File: src/rtl/bes_pkg.sv
package bes_pkg;

    // One stored entry: both rails of a single bit period
    typedef struct packed {
        logic pos;
        logic neg;
    } rail_t;

    // Working depth for the current size select
    function automatic int unsigned pick_depth(input logic big,
                                               input int unsigned small_d,
                                               input int unsigned large_d);
        return big ? large_d : small_d;
    endfunction

    // Edge of interest on a sampled line clock
    function automatic logic edge_hit(input logic now_lvl,
                                      input logic old_lvl,
                                      input logic on_rise);
        return on_rise ? (now_lvl & ~old_lvl) : (~now_lvl & old_lvl);
    endfunction

endpackage

File: src/rtl/bes_edge_pick.sv
module bes_edge_pick (
    input  logic clk,
    input  logic rst,
    input  logic lvl,
    input  logic on_rise,
    output logic hit
);
    import bes_pkg::*;

    logic lvl_q;

    always_ff @(posedge clk) begin
        if (rst) lvl_q <= 1'b0;
        else     lvl_q <= lvl;
    end

    assign hit = edge_hit(lvl, lvl_q, on_rise);

endmodule

File: src/rtl/bes_limit_flag.sv
module bes_limit_flag #(
    parameter int unsigned CW     = 6,
    parameter int unsigned MARGIN = 2
) (
    input  logic          clk,
    input  logic          rst,
    input  logic [CW-1:0] fill,
    input  logic [CW-1:0] depth,
    input  logic          clr_pulse,
    input  logic          stat_rd,
    output logic          flag
);
    localparam logic [CW-1:0] MG = CW'(MARGIN);

    logic near;

    assign near = (fill <= MG) || (fill >= depth - MG);

    always_ff @(posedge clk) begin
        if (rst) flag <= 1'b0;
        else     flag <= near | (flag & ~(clr_pulse | stat_rd));
    end

    AST_FLAG_SETS: assert property (@(posedge clk) disable iff (rst)
        near |=> flag);
    AST_FLAG_STICKY: assert property (@(posedge clk) disable iff (rst)
        (flag && !clr_pulse && !stat_rd) |=> flag);

endmodule

File: src/rtl/bes_core.sv
module bes_core #(
    parameter int unsigned SMALL_DEPTH = 16,
    parameter int unsigned LARGE_DEPTH = 32,
    parameter int unsigned AW          = 5,
    parameter int unsigned CW          = 6
) (
    input  logic            clk,
    input  logic            rst,
    input  logic            size_large,
    input  logic            bypass,
    input  logic            wr_hit,
    input  logic            rd_hit,
    input  bes_pkg::rail_t  wr_data,
    output bes_pkg::rail_t  rd_data,
    output logic [CW-1:0]   fill,
    output logic [CW-1:0]   depth_cur
);
    import bes_pkg::*;

    rail_t         mem [LARGE_DEPTH];
    rail_t         out_q;
    logic [AW-1:0] wptr, rptr;
    logic          size_q;
    logic [CW-1:0] depth_new;
    logic          recentre;
    logic          do_wr, do_rd;

    assign depth_cur = CW'(pick_depth(size_q,     SMALL_DEPTH, LARGE_DEPTH));
    assign depth_new = CW'(pick_depth(size_large, SMALL_DEPTH, LARGE_DEPTH));
    assign recentre  = (size_large != size_q);
    assign do_wr     = !bypass && wr_hit && (fill < depth_cur);
    assign do_rd     = !bypass && rd_hit && (fill != '0);
    assign rd_data   = out_q;

    function automatic logic [AW-1:0] step(input logic [AW-1:0] p,
                                           input logic [CW-1:0] d);
        return (p == AW'(d - 1'b1)) ? '0 : p + 1'b1;
    endfunction

    always_ff @(posedge clk) begin
        if (rst || recentre) begin
            wptr   <= AW'(depth_new >> 1);
            rptr   <= '0;
            fill   <= depth_new >> 1;
            size_q <= size_large;
            if (rst) begin
                out_q <= '0;
                for (int i = 0; i < int'(LARGE_DEPTH); i++) mem[i] <= '0;
            end
        end else begin
            if (do_wr) begin
                mem[wptr] <= wr_data;
                wptr      <= step(wptr, depth_cur);
            end
            if (do_rd) begin
                out_q <= mem[rptr];
                rptr  <= step(rptr, depth_cur);
            end
            case ({do_wr, do_rd})
                2'b10:   fill <= fill + 1'b1;
                2'b01:   fill <= fill - 1'b1;
                default: fill <= fill;
            endcase
        end
    end

    AST_NO_OVERFLOW: assert property (@(posedge clk) disable iff (rst)
        fill <= depth_cur);
    AST_RECENTRE: assert property (@(posedge clk) disable iff (rst)
        $past(rst) |-> (fill == (depth_cur >> 1)));
    AST_FULL_DROP: assert property (@(posedge clk) disable iff (rst)
        (!recentre && !bypass && wr_hit && !rd_hit && fill == depth_cur)
        |=> $stable(fill));
    AST_EMPTY_HOLD: assert property (@(posedge clk) disable iff (rst)
        (!recentre && !bypass && rd_hit && fill == '0) |=> $stable(out_q));
    AST_BYPASS_FREEZE: assert property (@(posedge clk) disable iff (rst)
        (bypass && !recentre) |=> $stable(fill));

endmodule

File: src/rtl/bit_elastic_store.sv
module bit_elastic_store #(
    parameter int unsigned SMALL_DEPTH = 16,
    parameter int unsigned LARGE_DEPTH = 32,
    parameter int unsigned MARGIN      = 2
) (
    input  logic clk,
    input  logic rst,
    input  logic wr_clk_in,
    input  logic wr_pos,
    input  logic wr_neg,
    input  logic wr_on_rise,
    input  logic rd_clk_in,
    input  logic rd_on_rise,
    input  logic size_large,
    input  logic bypass,
    input  logic limit_clr,
    input  logic status_rd,
    output logic out_clk,
    output logic out_pos,
    output logic out_neg,
    output logic limit_flag
);
    import bes_pkg::*;

    localparam int unsigned AW = $clog2(LARGE_DEPTH);
    localparam int unsigned CW = $clog2(LARGE_DEPTH + 1);

    logic          wr_hit, rd_hit;
    rail_t         wr_data, rd_data;
    logic [CW-1:0] fill, depth_cur;

    assign wr_data = '{pos: wr_pos, neg: wr_neg};

    bes_edge_pick u_wr_edge (
        .clk(clk), .rst(rst), .lvl(wr_clk_in), .on_rise(wr_on_rise), .hit(wr_hit)
    );
    bes_edge_pick u_rd_edge (
        .clk(clk), .rst(rst), .lvl(rd_clk_in), .on_rise(rd_on_rise), .hit(rd_hit)
    );

    bes_core #(
        .SMALL_DEPTH(SMALL_DEPTH), .LARGE_DEPTH(LARGE_DEPTH), .AW(AW), .CW(CW)
    ) u_core (
        .clk(clk), .rst(rst), .size_large(size_large), .bypass(bypass),
        .wr_hit(wr_hit), .rd_hit(rd_hit), .wr_data(wr_data), .rd_data(rd_data),
        .fill(fill), .depth_cur(depth_cur)
    );

    bes_limit_flag #(.CW(CW), .MARGIN(MARGIN)) u_flag (
        .clk(clk), .rst(rst), .fill(fill), .depth(depth_cur),
        .clr_pulse(limit_clr), .stat_rd(status_rd), .flag(limit_flag)
    );

    assign out_clk = bypass ? wr_clk_in : rd_clk_in;
    assign out_pos = bypass ? wr_pos    : rd_data.pos;
    assign out_neg = bypass ? wr_neg    : rd_data.neg;

endmodule

File: config.mk
export PLATFORM = sky130hd
export DESIGN_NAME = bit_elastic_store
export DESIGN_NICKNAME = d
export VERILOG_FILES = /design/src/rtl/bes_pkg.sv /design/src/rtl/bes_edge_pick.sv /design/src/rtl/bes_limit_flag.sv /design/src/rtl/bes_core.sv /design/src/rtl/bit_elastic_store.sv
export SDC_FILE = /design/constraint.sdc
export NUM_CORES = 1
export LEC_CHECK = 0
export BUFFER_PORTS_ARGS = -buffer_cell sky130_fd_sc_hd__buf_2
export CAP_MARGIN = 40
export CORE_ASPECT_RATIO = 1.25
export CORE_MARGIN = 5
export CORE_UTILIZATION = 56
export CTS_CLUSTER_DIAMETER = 100
export CTS_CLUSTER_SIZE = 28
export DETAILED_ROUTE_END_ITERATION = 6
export PLACE_DENSITY = 0.76
export SYNTH_ARGS = -nofsm -noshare
export SYNTH_HDL_FRONTEND = slang
export SYNTH_SLANG_ARGS = --single-unit
File: constraint.sdc
create_clock -name clk -period 2.7 [get_ports clk]
set_input_delay 0.27 -clock clk [delete_from_list [all_inputs] [get_ports clk]]
set_output_delay 0.27 -clock clk [all_outputs]
set_load 0.01 [all_outputs]
==> results_dict.tcl <==
set metrics [dict create \
    outcome "complete, no violations" \
    cp.required_ns 2.96 \
    cts_tree "built" \
    tns_ns 0 \
    dieWidth_um 91.6 \
    hold_buffers 0 \
    grt_max_degree 23 \
    nNetsFinal 444 \
    reg2reg_to "u_core.fill[5]$_SDFFE_PP0P_" \
    min_from "wr_clk_in" \
    async_reset_ff_share_pct 0 \
    netlist_instances 404 \
    synth_nets 427 \
    cp-end-kind "flip-flop" \
    hold_viol_final 0 \
    dieArea_um2 10300 \
    final_core_util_pct 62.6 \
    filler_cell_count 642 \
    drt_iter0_drc 187 \
    worstPathArrival_ns 2.84 \
    regArea_um2 2590 \
    ys_seq_elements 91 \
    r2r_cells 10 \
    clock_skew_ns 0.00900 \
    drt_first_pass_iters 5 \
    whs_endpoint "u_wr_edge.lvl_q$_SDFF_PP0_" \
    yosys_warnings 0 \
    syn_area_um2 4660 \
    area_growth_pct 10.0 \
    drt_wl_total_mm 9.70 \
    p_per_area_nw_per_um2 586 \
    grt_pass1_wl_mm 15.6 \
    holdWs_ns 0.157 \
    critPathTopFamily "compound AO/OA/AOI/OAI gates" \
    synth_edf_count 77 \
    multi_input_area_um2 1940 \
    core-area_um2 8190 \
    globalRouteTotalUtil_pct 19.8 \
    clock-root-buffer "clkbuf_8" \
    drive_gt1_share_pct 18.1 \
    critPathLaunchType "flip-flop" \
    r2r_setup_slack_ns 0.13 \
    dp.cells 505 \
    synth_common_cells "nor2_1 (84), edfxtp_1 (77), nand2_1 (27)" \
    ir_drop_v 0.000322 \
    dp_hpwl_mm 6.93 \
    grt_pass1_vias 3182 \
    ctsLongestPathBuffers 2 \
    drv_cap 0 \
    htreeDepth 3 \
    globalplace.congestion 0.904 \
    critPathMaxStageDelay_ns 0.46 \
    port_buffers 15 \
    insertion_delay_ns 0.37 \
    finalSetupViolCount 0 \
    synth_top_area_share_pct 49.6 \
    vias_per_cell 6.03 \
    num_rows 37 \
    antenna_found_initial 0 \
    critPathSlowestCell "edfxtp_1" \
    critPathKind "reg2reg" \
    report.final.slew_viol_count 0 \
    antenna_left 0 \
    whs_path_depth 2 \
    start_util_pct 56.9 \
    synth_area_leaders "edfxtp_1 (50%), mux4_2 (7.7%), nor2_1 (6.8%), dfxtp_1 (6.0%), ha_1 (3.0%)" \
    syn-mean-instance-area_um2 11.5 \
    overflow 0 \
    post-synth-top-count-cell "nor2_1" \
    pin_count 16 \
    dieHeight_um 112 \
    max-slew-margin-rel_pct 53.2 \
    yosysSeqAreaShare_pct 55.6 \
    clkSinkCount 91 \
    period_share_pct 95.4 \
    vias 3153 \
    synth_top_area_cell "edfxtp_1" \
    cp_cell_sequence "nor4_4 > a221o_1 > inv_1 > ha_2 > buf_4 > nor2b_1 > a31oi_2 > a2111oi_4 > o31ai_1 > o41ai_1" \
    fin_crit_ns 2.57 \
    ys_dominant_reg_cell "edfxtp_1" \
    critPathMaxFanout 9 \
    min_path_type "in2reg" \
    clk_pin_slew_worst_paths_ns 0.08 \
    crit_buf_inv 2 \
    diodes 0 \
    cts_buffers 9 \
    worst_pin_slew_ns 0.700 \
    fmax_mhz 388 \
    synth_cell_types 49 \
    leakage_nw 1.85 \
    drc 0 \
    wl_per_cell_um 18.5 \
    final_cells 523 \
    timing.rr.start "u_core.fill[4]$_DFFE_PP_" \
]
-- worst max-delay path by stage --
stage	startpoint	endpoint	depth (start not counted)
2_1_floorplan	u_core.size_q$_DFFE_PP_	u_core.fill[4]$_DFFE_PP_	12
3_3_place_gp	rd_clk_in	u_core.fill[5]$_SDFFE_PP0P_	10
3_5_place_dp	rd_clk_in	u_core.fill[5]$_SDFFE_PP0P_	10
4_1_cts	u_core.fill[3]$_DFFE_PP_	u_core.fill[5]$_SDFFE_PP0P_	10
5_1_grt	u_core.fill[4]$_DFFE_PP_	u_core.fill[5]$_SDFFE_PP0P_	9
6_report	u_core.fill[4]$_DFFE_PP_	u_core.fill[5]$_SDFFE_PP0P_	10
-- logic make-up after synthesis --
| group | share of synthesized area [%] |
|---|---|
| mux | 11.1 |
| flops | 55.6 |
| simple gates | 15.1 |
| fa+ha+maj | 2.95 |
| buf+inv | 3.89 |
| xor+xnor | 2.44 |
| compound gates | 8.99 |
-- what timing repair did --
action	in CTS	in global routing
resized for setup	1	6
pin swaps	0	3
setup buffers	0	2
cloned	0	0
endpoints found under the setup margin	1	2
-- layout make-up --
class | instances | share of cell area [%]
flip-flops and latches | 91 | 50.5
inverters | 10 | 0.732
well taps | 97 | 2.37
clock inverters | 1 | 0.585
multi-input cells | 273 | 37.8
repair buffers | 36 | 4.54
clock buffers | 15 | 3.46
-- through the flow --
| step | power [mW] | instance area, µm² | worst slack [ns] |
|---|---|---|---|
| detailed placement | 2.05 | 4870 | -0.00504 |
| global placement | 2.04 | 4870 | 0.104 |
| global route | 3.13 | 5130 | -0.0563 |
| finish | 3.01 | 5130 | 0.125 |
| CTS | 3.00 | 5070 | 0.0797 |
| floorplan | 1.93 | 4670 | 0.0140 |
-- cell usage in the layout, fill, tap and decap left out, types with 2 or more instances in the layout --
| master | count |
|---|---|
| nand3_1 | 5 |
| nor2b_1 | 6 |
| ha_1 | 10 |
| nor3_1 | 4 |
| and3b_1 | 4 |
| and2_1 | 5 |
| nand4_1 | 2 |
| a21oi_1 | 6 |
| a22o_1 | 2 |
| a211oi_1 | 4 |
| inv_1 | 9 |
| mux4_2 | 16 |
| nor3b_1 | 4 |
| mux2_2 | 5 |
| o21ai_0 | 21 |
| clkbuf_1 | 4 |
| mux2i_1 | 10 |
| buf_4 | 21 |
| xnor2_1 | 8 |
| buf_2 | 15 |
| nand2_1 | 27 |
| a31oi_1 | 3 |
| edfxtp_1 | 77 |
| a21o_1 | 17 |
| dfxtp_1 | 14 |
| and3_1 | 3 |
| clkbuf_8 | 10 |
| nand3b_1 | 3 |
| nor2_1 | 84 |
| xor2_1 | 5 |
-- flip-flops by register name, indices dropped and copies added, names as in the netlist, named ones only --
register         cells
u_rd_edge.lvl_q      1
u_wr_edge.lvl_q      1
u_core.rptr          5
u_core.fill          6
u_flag.flag          1
u_core.wptr          5
u_core.mem          64
u_core.rd_data       2
u_core.size_q        1
-- where the power goes --
| part | internal [mW] | switching (mW) |
|---|---|---|
| Sequential | 1.59 | 0.0635 |
| Combinational | 0.166 | 0.224 |
| Clock | 0.512 | 0.450 |
-- metal layers --
metal | part of all wire [%] | track usage [%] | up-vias | wire [µm]
met5 | 0 | 0 | - | 0
met3 | 5.1 | 4.09 | 21 | 491
met2 | 54 | 35.8 | 95 | 5280
met4 | 2.5 | 8.45 | 0 | 244
met1 | 38 | 22.5 | 1546 | 3680
li1 | - | - | 1491 | -
(Power assumes the default switching activity.)
